==> src/rtl/cfgchk_idframe.sv <==
module cfgchk_idframe #(
  parameter int ID_ADDR_W = 4,
  parameter int CODE_W    = 8,
  parameter int POS_W     = 5,
  parameter logic [ID_ADDR_W-1:0] ID_ADDR  = '0,
  parameter logic [CODE_W-1:0]    DEV_CODE = '0,
  localparam int FIELD_W = ID_ADDR_W + CODE_W + 1
) (
  input  logic             clk,
  input  logic             rst_n,
  input  logic             clr,
  input  logic             take,
  input  logic             in_frame,
  input  logic [POS_W-1:0] pos_cur,
  input  logic             last_hit,
  input  logic             bit_in,
  output logic             code_bad,
  output logic             par_en
);
  localparam logic [POS_W-1:0] FLD_LO = POS_W'(1);
  localparam logic [POS_W-1:0] FLD_HI = POS_W'(FIELD_W);

  logic [FIELD_W-1:0]   fld_q;
  logic                 par_en_q;
  logic                 in_field;
  logic                 is_id;
  logic [ID_ADDR_W-1:0] got_addr;
  logic [CODE_W-1:0]    got_code;

  assign in_field = take & in_frame & (pos_cur >= FLD_LO) & (pos_cur <= FLD_HI);
  assign got_addr = fld_q[FIELD_W-1 -: ID_ADDR_W];
  assign got_code = fld_q[CODE_W:1];
  assign is_id    = (got_addr == ID_ADDR);
  assign code_bad = last_hit & is_id & (got_code != DEV_CODE);
  assign par_en   = par_en_q;

  always_ff @(posedge clk or negedge rst_n) begin
    if (!rst_n) begin
      fld_q    <= '0;
      par_en_q <= 1'b0;
    end else if (clr) begin
      fld_q    <= '0;
      par_en_q <= 1'b0;
    end else begin
      if (in_field)          fld_q    <= {fld_q[FIELD_W-2:0], bit_in};
      if (last_hit && is_id) par_en_q <= fld_q[0];
    end
  end
endmodule

==> config.mk <==
export PLATFORM = sky130hd
export DESIGN_NAME = cfgchk_idframe
export DESIGN_NICKNAME = d
export VERILOG_FILES = /design/src/rtl/cfgchk_idframe.sv
export SDC_FILE = /design/constraint.sdc
export NUM_CORES = 1
export LEC_CHECK = 0
export BUFFER_PORTS_ARGS = -buffer_cell sky130_fd_sc_hd__buf_2
export CAP_MARGIN = 20
export CORE_UTILIZATION = 38
export CTS_CLUSTER_SIZE = 16
export DETAILED_ROUTE_END_ITERATION = 8
export HOLD_SLACK_MARGIN = 0.06
export SYNTH_ARGS = -nofsm -noshare
export SYNTH_HDL_FRONTEND = slang
export SYNTH_SLANG_ARGS = --single-unit
export TNS_END_PERCENT = 10
==> constraint.sdc <==
create_clock -name clk -period 3.58 [get_ports clk]
set_clock_uncertainty 0.05 [all_clocks]
set_input_delay 0.179 -clock clk [delete_from_list [all_inputs] [get_ports clk]]
set_output_delay 0.179 -clock clk [all_outputs]
set_load 0.1 [all_outputs]
==> summary.md <==
| Metric | Value |
|---|---|
| Worst setup margin | 1530 ps |
| Synth cell count leaders | dfrtp_1 (14), nand2b_1 (14), mux2i_1 (13), nor4_1 (4) |
| Critical Path, Cell by Cell | nor4_1 > nand2_1 > a21oi_1 > buf_2 |
| FF+latch count, synth | 14 |
| RSZ-0062 raised after global routing | no |
| Crit path from | fld_q[9] |
| Hold path endpoint | fld_q[0] |
| # port buffers | 13 |
| Post-synth top flop | dfrtp_1 |
| DRC viols | 1 |
| WP buf/inv | 1 |
| Post-place setup slack | 1810 ps |
| Initial antenna violation count | 0 |
| Drt total wl | 1.17 mm |
| CP max stage delay | 460 ps |
| Routed Antenna Nets | 0 |
| Distinct cells, synth | 12 |
| Power Density | 380 mW/mm² |
| Post-CTS Resized | 0 |
| Yosys warns | 0 |
| Failing checks | DRC |
| CTS Buffer Depth | 2 |
| Die Width | 43.9 µm |
| Largest net degree at the start of global routing | 16 |
| TritonCTS buffer count | 3 |
| Crit path max-delay family | simple AND/OR/NAND/NOR gates |
| Reg2Reg Depth | 3 |
| Initial Util | 42.4% |
| Layout cells sized above 1 | 26.8% |
| Fin area | 785 µm² |
| Post-DP HPWL | 876 µm |
| I/O Pins | 14 |
| Drt pass-1 iters | 8 |
| Reg2Reg Launch Point | fld_q[9] |
| Gate Count Post-Synth | 55 |
| CP Launch Type | register |
| ANT cells | 0 |
| Ys async rst share | 100% |
| Worst-Skew Late Latency | 280 ps |
| Top-area cell type share of the netlist area | 52.4% |
| Hold depth | 3 |
| CP arrival | 1820 ps |
| EDFF count, synth | 0 |
| Area leader, netlist | dfrtp_1 |
| # Max-Cap Violations | 0 |
| CP endpoint kind | primary output |
| Sw Share | 22.1% |
| CTS Hold Bufs | 1 |
| Worst EP required | 3350 ps |
| Worst rel slew slack | 32.8% |
| Vias in the first global route | 432 |
| Tmin final | 2050 ps |
| Internal Pwr Total | 232 µW |
| Comb power frac | 8.1% |
| Crit Path Category | reg -> out |
| WL per Instance | 13.5 µm |
| Pleak | 0.000354 µW |
| Placed Instance Area | 738 µm² |
| Hold Path Class | in -> reg |
| Sum Neg Setup Slack | 0 ps |
| Vias | 464 |
| Crit path max fanout | 3 |
| GPL Wtd Cong | 0.698 |
| CTS sink cnt | 14 |
| Slowest cell on crit path | nor4_1 |
| Sequential cell area fraction in the yosys report | 52.4% |
| Clock slew at reported path FFs | 90 ps |
| Clk root buf | clkbuf_4 |
| Design Power | 298 µW |
| Hold Startpoint | bit_in |
| CTS tree | yes |
| Avg Inst Size Synth | 12.1 µm² |
| Post-CTS setup buffer count | 0 |
| Top cells by area, synth | dfrtp_1 (52%), mux2i_1 (19%), nand2b_1 (13%) |
| Vias per cell | 5.33 |
| Final Hold Viols | 0 |
| Clock network fraction of total power | 38.5% |
| Post-layout util | 49.8% |
| Switch Pwr | 65.9 µW |
| Congestion Overflow GR | 0 |
| Final setup fails | 0 |
| Global-route wire length before repair | 1.93 mm |
| Die Y-Extent | 43.9 µm |
| Total GRT Usage | 14.7% |
| Reg2reg setup slack | 2300 ps |
| Iteration-0 DRC Markers | 7 |
| FF-to-FF End | par_en |
| Syn Nets | 67 |
| Mapped Area | 668 µm² |
| Die footprint | 0.00193 mm² |
| Outcome | finished with violations |
| VDD IR max | 0.234 mV |
| Rows | 14 |
| Fmax | 488 MHz |
| Max-slew violation count | 0 |
| Core area | 0.00158 mm² |
| Layout area overhead | 17.4% |
| Htree depth | 1 |
| Final Cycle Share | 57.2% |
| # nets final | 84 |
| Reg power frac | 53.4% |
| Worst slew pin tran | 1000 ps |
[power by group through the flow]
stage / Sequential (µW) / Clock [µW] / Combinational (µW)
3_3_place_gp: 162 / 0 / 23.8
6_report: 159 / 115 / 24.1
5_1_grt: 159 / 128 / 26.4
3_5_place_dp: 162 / 0 / 23.9
4_1_cts: 159 / 117 / 24.7
2_1_floorplan: 163 / 0 / 12.0
[cells by family (layout without fill, tap and decap cells)]
kind of cell	Yosys count	after routing	share of synthesized area, %
compound gates	3	3	3.00
buf+inv	2	18	2.25
flops	14	14	52.4
mux	13	13	19.5
simple gates	23	23	22.8
[worst max-delay path by stage]
stage,endpoint,cells after the start
floorplan,code_bad,3
global placement,code_bad,4
detailed placement,code_bad,4
CTS,code_bad,4
global route,code_bad,4
finish,code_bad,4
[per-layer routing]
| metal | global-route usage [%] | share of wire, % |
|---|---|---|
| met2 | 22.1 | 47 |
| met4 | 10.9 | 2.9 |
| met5 | 0 | 0 |
| met3 | 4.17 | 4.9 |
| met1 | 18.0 | 45 |
[sequential cells by signal (all words and copies together), names as in the netlist]
name	flops
fld_q	13
par_en	1
[cell usage in the layout, fill, tap and decap left out]
master and instances:
mux2i_1 13, a21bo_2 1, nand2_1 2, nand2b_1 14, nor4_1 4, and3_1 1, dfrtp_1 14, dlygate4sd3_1 1
a21oi_1 2, clkbuf_4 3, clkbuf_8 1, buf_2 13, nand3_1 1, nor4_4 1
[worst min-delay path, cell delays in order]
cell and delay [ps]:
buf_2 100, nand2b_1 50, mux2i_1 70
[area by class of cell]
| cell class | instances | area [µm²] |
|---|---|---|
| fill | 157 | 792 |
| sequential | 14 | 350 |
| timing repair buffer | 14 | 75.1 |
| clock buffer | 4 | 36.3 |
| multi-input combinational | 39 | 303 |
| tap | 16 | 20.0 |
[metrics by stage]
step	instances	hold slack [ps]
after floorplan	55	-167
after global placement	82	45.5
after detailed placement	82	40.3
after CTS	87	112
after global routing	87	92.5
final	87	108
No activity file was read; power rests on OpenSTA's default activity.
